`src/rtl/stp_pkg.sv`:
```
package stp_pkg;
   localparam int NUM_PH  = 2;
   localparam int NUM_POS = 8;
   localparam int IDX_W   = $clog2(NUM_POS);
   localparam int MAG_W   = 2;
   localparam int QUARTER = NUM_POS / 4;

   typedef logic [IDX_W-1:0] pos_t;
   typedef logic [MAG_W-1:0] mag_t;

   typedef enum logic [MAG_W-1:0] {
      LVL_ZERO = 2'd0,
      LVL_DIAG = 2'd1,
      LVL_FULL = 2'd2
   } lvl_e;

   // Cosine-shaped level at ring position k (phase A shape).
   function automatic mag_t ring_mag(pos_t k);
      if (k[0])      return mag_t'(LVL_DIAG);
      else if (k[1]) return mag_t'(LVL_ZERO);
      else           return mag_t'(LVL_FULL);
   endfunction

   function automatic logic ring_neg(pos_t k);
      return (k == pos_t'(3)) || (k == pos_t'(4)) || (k == pos_t'(5));
   endfunction
endpackage

```
`src/rtl/stp_edge_sync.sv`:
```
module stp_edge_sync #(
   parameter int STAGES = 2
) (
   input  logic clk,
   input  logic raw_in,
   output logic rise_pls
);
   initial assert (STAGES >= 2) else $error("stp_edge_sync: STAGES must be at least 2");

   // Free-running chain: no reset, so a level held through reset never
   // looks like an edge once reset is released.
   logic [STAGES:0] chain;

   always_ff @(posedge clk) begin
      chain <= {chain[STAGES-1:0], raw_in};
   end

   assign rise_pls = chain[STAGES-1] & ~chain[STAGES];
endmodule

```
`src/rtl/stp_index.sv`:
```
module stp_index
   import stp_pkg::*;
#(
   parameter int HOME_IDX = 1
) (
   input  logic clk,
   input  logic rst_n,
   input  logic adv,
   input  logic up,
   input  logic fine,
   output pos_t pos_q,
   output pos_t pos_nxt
);
   initial assert (HOME_IDX % 2 == 1 && HOME_IDX < NUM_POS)
      else $error("stp_index: home must be a diagonal position");

   pos_t stride;

   always_comb begin
      stride  = (fine || !pos_q[0]) ? pos_t'(1) : pos_t'(2);
      pos_nxt = up ? pos_t'(pos_q + stride) : pos_t'(pos_q - stride);
   end

   always_ff @(posedge clk) begin
      if (!rst_n)   pos_q <= pos_t'(HOME_IDX);
      else if (adv) pos_q <= pos_nxt;
   end
endmodule

```
`src/rtl/stp_level_map.sv`:
```
module stp_level_map
   import stp_pkg::*;
(
   input  pos_t               pos,
   output mag_t [NUM_PH-1:0]  mag,
   output logic [NUM_PH-1:0]  neg
);
   for (genvar p = 0; p < NUM_PH; p++) begin : g_ph
      pos_t k;
      assign k      = pos_t'(pos - pos_t'(p * QUARTER));
      assign mag[p] = ring_mag(k);
      assign neg[p] = ring_neg(k);
   end
endmodule

```
`src/rtl/stp_decay_sel.sv`:
```
module stp_decay_sel
   import stp_pkg::*;
(
   input  logic               clk,
   input  logic               rst_n,
   input  logic               adv,
   input  mag_t [NUM_PH-1:0]  old_mag,
   input  mag_t [NUM_PH-1:0]  new_mag,
   output logic [NUM_PH-1:0]  mixed
);
   for (genvar p = 0; p < NUM_PH; p++) begin : g_ph
      always_ff @(posedge clk) begin
         if (!rst_n)   mixed[p] <= 1'b1;
         else if (adv) mixed[p] <= (new_mag[p] < old_mag[p]);
      end
   end
endmodule

```
`src/rtl/stp_translator.sv`:
```
module stp_translator
   import stp_pkg::*;
#(
   parameter int SYNC_STAGES = 2,
   parameter int HOME_IDX    = 1
) (
   input  logic             clk,
   input  logic             rst_n,
   input  logic             step_in,
   input  logic             dir_in,
   input  logic             half_sel,
   input  logic             dis_in,
   output logic [IDX_W-1:0] pos_idx,
   output logic [MAG_W-1:0] a_mag,
   output logic             a_neg,
   output logic             a_mixed,
   output logic [MAG_W-1:0] b_mag,
   output logic             b_neg,
   output logic             b_mixed,
   output logic             drive_on
);
   initial assert (NUM_PH == 2) else $error("stp_translator: port list assumes two phases");

   logic              step_pls;
   pos_t              pos_cur;
   pos_t              pos_nxt;
   mag_t [NUM_PH-1:0] cur_mag;
   mag_t [NUM_PH-1:0] nxt_mag;
   logic [NUM_PH-1:0] cur_neg;
   logic [NUM_PH-1:0] nxt_neg;
   logic [NUM_PH-1:0] mix_q;
   logic              drv_q;

   stp_edge_sync #(.STAGES(SYNC_STAGES)) u_sync (
      .clk      (clk),
      .raw_in   (step_in),
      .rise_pls (step_pls)
   );

   stp_index #(.HOME_IDX(HOME_IDX)) u_idx (
      .clk     (clk),
      .rst_n   (rst_n),
      .adv     (step_pls),
      .up      (dir_in),
      .fine    (half_sel),
      .pos_q   (pos_cur),
      .pos_nxt (pos_nxt)
   );

   stp_level_map u_map_cur (
      .pos (pos_cur),
      .mag (cur_mag),
      .neg (cur_neg)
   );

   stp_level_map u_map_nxt (
      .pos (pos_nxt),
      .mag (nxt_mag),
      .neg (nxt_neg)
   );

   stp_decay_sel u_decay (
      .clk     (clk),
      .rst_n   (rst_n),
      .adv     (step_pls),
      .old_mag (cur_mag),
      .new_mag (nxt_mag),
      .mixed   (mix_q)
   );

   always_ff @(posedge clk) begin
      drv_q <= rst_n & ~dis_in;
   end

   logic unused_nxt;
   assign unused_nxt = ^nxt_neg;

   assign pos_idx  = pos_cur;
   assign a_mag    = cur_mag[0];
   assign a_neg    = cur_neg[0];
   assign a_mixed  = mix_q[0];
   assign b_mag    = cur_mag[1];
   assign b_neg    = cur_neg[1];
   assign b_mixed  = mix_q[1];
   assign drive_on = drv_q;
endmodule

```
`config.mk`:
```
export PLATFORM = sky130hd
export DESIGN_NAME = stp_translator
export DESIGN_NICKNAME = d
export VERILOG_FILES = /design/src/rtl/stp_pkg.sv /design/src/rtl/stp_edge_sync.sv /design/src/rtl/stp_index.sv /design/src/rtl/stp_level_map.sv /design/src/rtl/stp_decay_sel.sv /design/src/rtl/stp_translator.sv
export SDC_FILE = /design/constraint.sdc
export NUM_CORES = 1
export LEC_CHECK = 0
export ABC_CLOCK_PERIOD_IN_PS = 4290
export BUFFER_PORTS_ARGS = -buffer_cell sky130_fd_sc_hd__buf_2
export CAP_MARGIN = 25
export CORE_AREA = 3 3 40 42
export DETAILED_ROUTE_END_ITERATION = 16
export DIE_AREA = 0 0 43 45
export GPL_TIMING_DRIVEN = 0
export PLACE_DENSITY_LB_ADDON = 0.3
export REMOVE_ABC_BUFFERS = 1
export SLEW_MARGIN = 20
export SYNTH_ARGS = -nofsm -noshare
export SYNTH_HDL_FRONTEND = slang
export SYNTH_SLANG_ARGS = --single-unit
```
`constraint.sdc`:
```
create_clock -name clk -period 4.29 [get_ports clk]
set_input_delay 0.2145 -clock clk [delete_from_list [all_inputs] [get_ports clk]]
set_output_delay 0.2145 -clock clk [all_outputs]
set_load 0.05 [all_outputs]
```
# Word-level counts from Yosys, hierarchy flattened
# Index checks and enable logic that the tools add are counted.
# word_totals
output_inout_bits,12
inputBits,6
wordCells,37
register_bits,9
# classes
n_bitwise,4
reduce_logical,6
add_sub_neg,4
order_cmp,2
muxes,10
n_eq_ne,6
# op_table
cell,count
2-to-1 mux 2 bit,9
"equality test 3 bit, second input constant",4
"equality test 3 x 2 -> 1 bit, second input constant",2
logical OR 1 bit,5
< comparator 2 bit,2
adder 3 bit,1
2-to-1 mux 3 bit,1
"subtractor 3 x 2 -> 3 bit, second input constant",1
subtractor 3 bit,1
AND 1 bit,2
inverter 1 bit,2
"subtractor 2 bit, second input constant",1
zero test 1 bit,1

# Depth between registers and ports, before layout
# logic_depth
ltp_word,9
depth_mapped,6
ltp_nobuf,6

# Modules after synthesis
# Synthesis repeated with hierarchy kept, for this count alone.
# hier_totals
hier_cells,55
hier_area_um2,514.2
# modules_own_cells
module,instances,area_per_inst_um2,cells_each
stp_index,1,172.7,20
stp_decay_sel,1,143.9,15
stp_level_map,2,45.0,7
stp_edge_sync,1,73.8,4
stp_translator,1,33.8,2

# Worst setup path before layout
# Ideal clock, no wire load.
# synth_path
kind,flip-flop to output port
from,register u_idx.pos_q[0]
to,output port b_neg
arrival_time_ns,1.934
setup_slack_ns,2.142
n_path_buf,0
path_stages_with_launch,3
cell_sequence,dfxtp_1 -> nor2_1 -> nor2b_1
# synth_between
elab_chain_cells,4
elab_cells_between_ends,6
classes_between,1 x add/sub; 3 x eq/ne; 2 x reduce/logical
# synth_rtl
item,line_no,text
"start, declared",stp_index.sv:11,"output pos_t pos_q,"
"start signal, assigned",stp_index.sv:25,if (!rst_n) pos_q <= pos_t'(HOME_IDX);
"start signal, assigned",stp_index.sv:26,else if (adv) pos_q <= pos_nxt;
subtractor 3 x 2 -> 3 bit *,stp_level_map.sv:10,assign k = pos_t'(pos - pos_t'(p * QUARTER));
equality test 3 x 2 -> 1 bit / equality test 3 bit (equally long branches),stp_pkg.sv:25,return (k == pos_t'(3)) || (k == pos_t'(4)) || (k == pos_t'(5));
logical OR 1 bit,stp_pkg.sv:25,
logical OR 1 bit *,stp_pkg.sv:25,
"end, declared",stp_translator.sv:18,"output logic b_neg,"
# Every way passes the cells marked *; elsewhere a longest branch is shown, timed or not.

# Worst setup path after layout
# layout_path
from,register u_idx.pos_q[0]
to,register u_decay.mixed[0]
# layout_between
elab_chain_cells,8
elab_cells_between_ends,10
classes_between,2 x add/sub; 1 x order compare; 5 x mux; 2 x reduce/logical
# layout_rtl
item,line_no,text
zero test 1 bit,stp_index.sv:20,stride = (fine || !pos_q[0]) ? pos_t'(1) : pos_t'(2);
logical OR 1 bit,stp_index.sv:20,
2-to-1 mux 2 bit,stp_index.sv:20,
subtractor 3 bit / adder 3 bit (equally long branches),stp_index.sv:21,pos_nxt = up ? pos_t'(pos_q + stride) : pos_t'(pos_q - stride);
2-to-1 mux 3 bit *,stp_index.sv:21,
net pos_nxt[1],stp_translator.sv:26,pos_t pos_nxt;
2-to-1 mux 2 bit *,stp_pkg.sv:20,else if (k[1]) return mag_t'(LVL_ZERO);
2-to-1 mux 2 bit *,stp_pkg.sv:19,if (k[0]) return mag_t'(LVL_DIAG);
< comparator 2 bit *,stp_decay_sel.sv:14,else if (adv) mixed[p] <= (new_mag[p] < old_mag[p]);
"end signal, assigned by index",stp_decay_sel.sv:14,
"end, declared",stp_decay_sel.sv:9,output logic [NUM_PH-1:0] mixed
# The timed path passes the listed nets; every way through them passes the cells marked *.
# A chain may end at the register's enable or synchronous reset.

==> run_results.csv <==
group,metric,value,unit
job,max_cap_viol_count,0,
detailed_routing,viasPerCell,4.34,
synth,synth_largest_area_cell,"dfxtp_1",
die,fp.dieH,45,µm
global_route,grt_max_degree,10,
setup_path,r2r_setup_slack,2.65,ns
die,ios,18,
synth,yosysWarnings,0,
min_path,worst_hold_path.num_cells,1,
synth,synth_compound_area_share,15.2,%
power,leakage,0.000238,µW
power,power,213,µW
synth,ys_top_cells_by_count,"dfxtp_1, nand2_1, o21ai_0",
setup_path,reg2reg_to,"u_decay.mixed[0]",
setup_path,worstSetupEndpointType,"register",
placement,port_buffers,17,
setup_path,reg2regPathDepth,5,
global_route,grt-ovfl-total,0,
global_route,grt_pass1_vias,249,
timing,hold_viol,0,
cells_and_area,diodes,0,
detailed_routing,vias,317,
setup_path,worstPathMaxFanout,9,
clock_network,cts_buffers,3,
cells_and_area,drive_gt1_share,37.9,%
setup_path,cp.arrival,1.78,ns
min_path,worstHoldPathType,"primary input to register",
cells_and_area,area_growth,30.4,%
synth,postSynth.asyncResetShare,0,%
clock_network,clock_insertion_delay_worst_skew,0.25,ns
detailed_routing,postRouteWirelength,676,µm
synth,yosys-top-cells-area,"dfxtp_1, fa_1, o21ai_0",
outcome,status,"finished, final reports clean",
synth,synth_ff_type,"dfxtp_1",
detailed_routing,wl_per_cell,9.26,µm
synth,yosysUniqueCellTypes,18,
timing,max_freq,610,MHz
die,core-area,1280,µm²
detailed_routing,drc,0,
clock_network,cts_tree,"done",
synth,synth_top_family_by_area,"simple AND/OR/NAND/NOR gates",
timing,worst_pin_slew,0.243,ns
synth,synth-simple-area-share,21.1,%
synth,synth_xor_area_share,2.31,%
timing,setup_viol,0,
min_path,holdCritStartpoint,"step_in",
detailed_routing,drt_iter0_markers,1,
detailed_routing,ant_nets,0,
clock_network,post-cts-setup-buffer-count,0,
timing,finalCritPeriodShare,38.2,%
clock_network,cts_max_level,1,
timing,finalClockSkew,0.00447,ns
synth,synth_top_area_share,47.5,%
synth,ys_seq_area_share,47.5,%
global_route,antenna_found_initial,0,
timing,rsz0062_at_grt,"no",
synth,mappedNetlistArea,379,µm²
power,ir_drop,0.189,mV
timing,slew_violations,0,
die,start_util,29.5,%
global_route,grt_pass1_wl,1090,µm
clock_network,cts_resized,0,
placement,place.gp.congestion,0.665,
clock_network,cts_root_buf,"clkbuf_4",
timing,fin_crit,1.64,ns
synth,yosysMostFrequentCell,"dfxtp_1",
die,die_area,1940,µm²
synth,synth_edf_count,0,
cells_and_area,nNetsFinal,66,
synth,syn_area_per_cell,9.72,µm²
die,die_x,43,µm
clock_network,cts_max_path_buffers,2,
global_route,grt_usage,8.11,%
min_path,worst_hold_path.endpoint,"u_sync.chain[0]",
synth,synth_mux_area_share,2.64,%
synth,synthAdderAreaFrac,5.28,%
clock_network,cts_sinks,9,
power,p_per_area,431,nW/µm²
timing,max-slew-margin-rel,83.6,%
clock_network,hold_buffers,0,
setup_path,reg2reg_from,"u_idx.pos_q[0]",
die,core.rowCount,13,
setup_path,startpoint_type,"register",
synth,synthesis.instances,39,
detailed_routing,dr.pass1.iters,2,
clock_network,clk_pin_slew,0.06,ns
setup_path,cp.required,4.43,ns
synth,ys_ff_latch,9,
timing,setup-tns-final,0,ns
setup_path,path_class,"register to register",
where the power goes:
group	internal (µW)	switching, µW	leakage (µW)	total [µW]
clock network	35.7	26.7	0.0000150	62.4
registers	89.2	4.81	0.0000748	94.0
logic	15.8	40.6	0.000148	56.4
total	141	72.1	0.000238	213
worst max-delay path, stage by stage (launching register included):
cell and delay [ns]:
dfxtp_1 0.44, inv_1 0.06, o21ai_0 0.23, fa_1 0.49, a211oi_1 0.20, o21ai_0 0.11
worst max path at each step:
stage / start / to / slack (ns) / depth (start not counted)
global placement: u_idx.pos_q[0] / u_decay.mixed[0] / 2.61 / 5
floorplan: u_idx.pos_q[0] / b_neg / 1.27 / 2
finish: u_idx.pos_q[0] / u_decay.mixed[0] / 2.65 / 5
detailed placement: u_idx.pos_q[0] / u_decay.mixed[0] / 2.63 / 5
global route: u_idx.pos_q[0] / u_decay.mixed[0] / 2.46 / 5
CTS: u_idx.pos_q[0] / u_decay.mixed[0] / 2.63 / 5
sequential cells by signal, summed over array words and instances, names as in the netlist:
register / count
u_sync.chain: 3
u_decay.mixed: 2
drive_on: 1
u_idx.pos_q: 3
routing by layer:
metal	share of wire (%)	global-route usage, %
met3	11	6.37
met4	0	3.61
met5	0	0
met1	44	9.02
met2	45	11.4
cells in the final DEF (no fill, tap or decap), types with 2 or more instances in the layout:
master,Yosys,routed
a211oi_1,2,2
nor2b_1,3,3
clkbuf_4,0,3
nand2_1,4,4
o21ai_0,4,4
nor2_1,3,3
buf_2,0,17
inv_1,2,2
dfxtp_1,9,9
per-stage QoR:
step	std cells	area [µm²]	worst slack, ns	hold WS [ns]	utilization [%]
after floorplan	37	364	1.27	0.242	-
after global placement	69	468	2.61	0.310	36.4
after detailed placement	69	468	2.63	0.317	36.4
after CTS	73	494	2.63	0.0505	38.5
after global routing	73	494	2.46	0.0440	38.5
final	73	494	2.65	0.0623	38.5
kinds of logic (layout without fill, tap and decap cells):
family,count (synthesis),in the layout
AOI/OAI and AO/OA,9,9
xor gates and xnor gates,1,1
DFF,9,9
muxes,1,1
buffers and inverters,4,23
and+or+nand+nor,14,14
adders and majority gates,1,1
final cells by class:
type | count | area, µm²
clock buffers | 4 | 26.3
fillers | 140 | 791
inverters | 2 | 7.51
multi-input cells | 26 | 176
flip-flops and latches | 9 | 180
well taps | 15 | 18.8
repair buffers | 17 | 85.1
(Power assumes the default switching activity.)
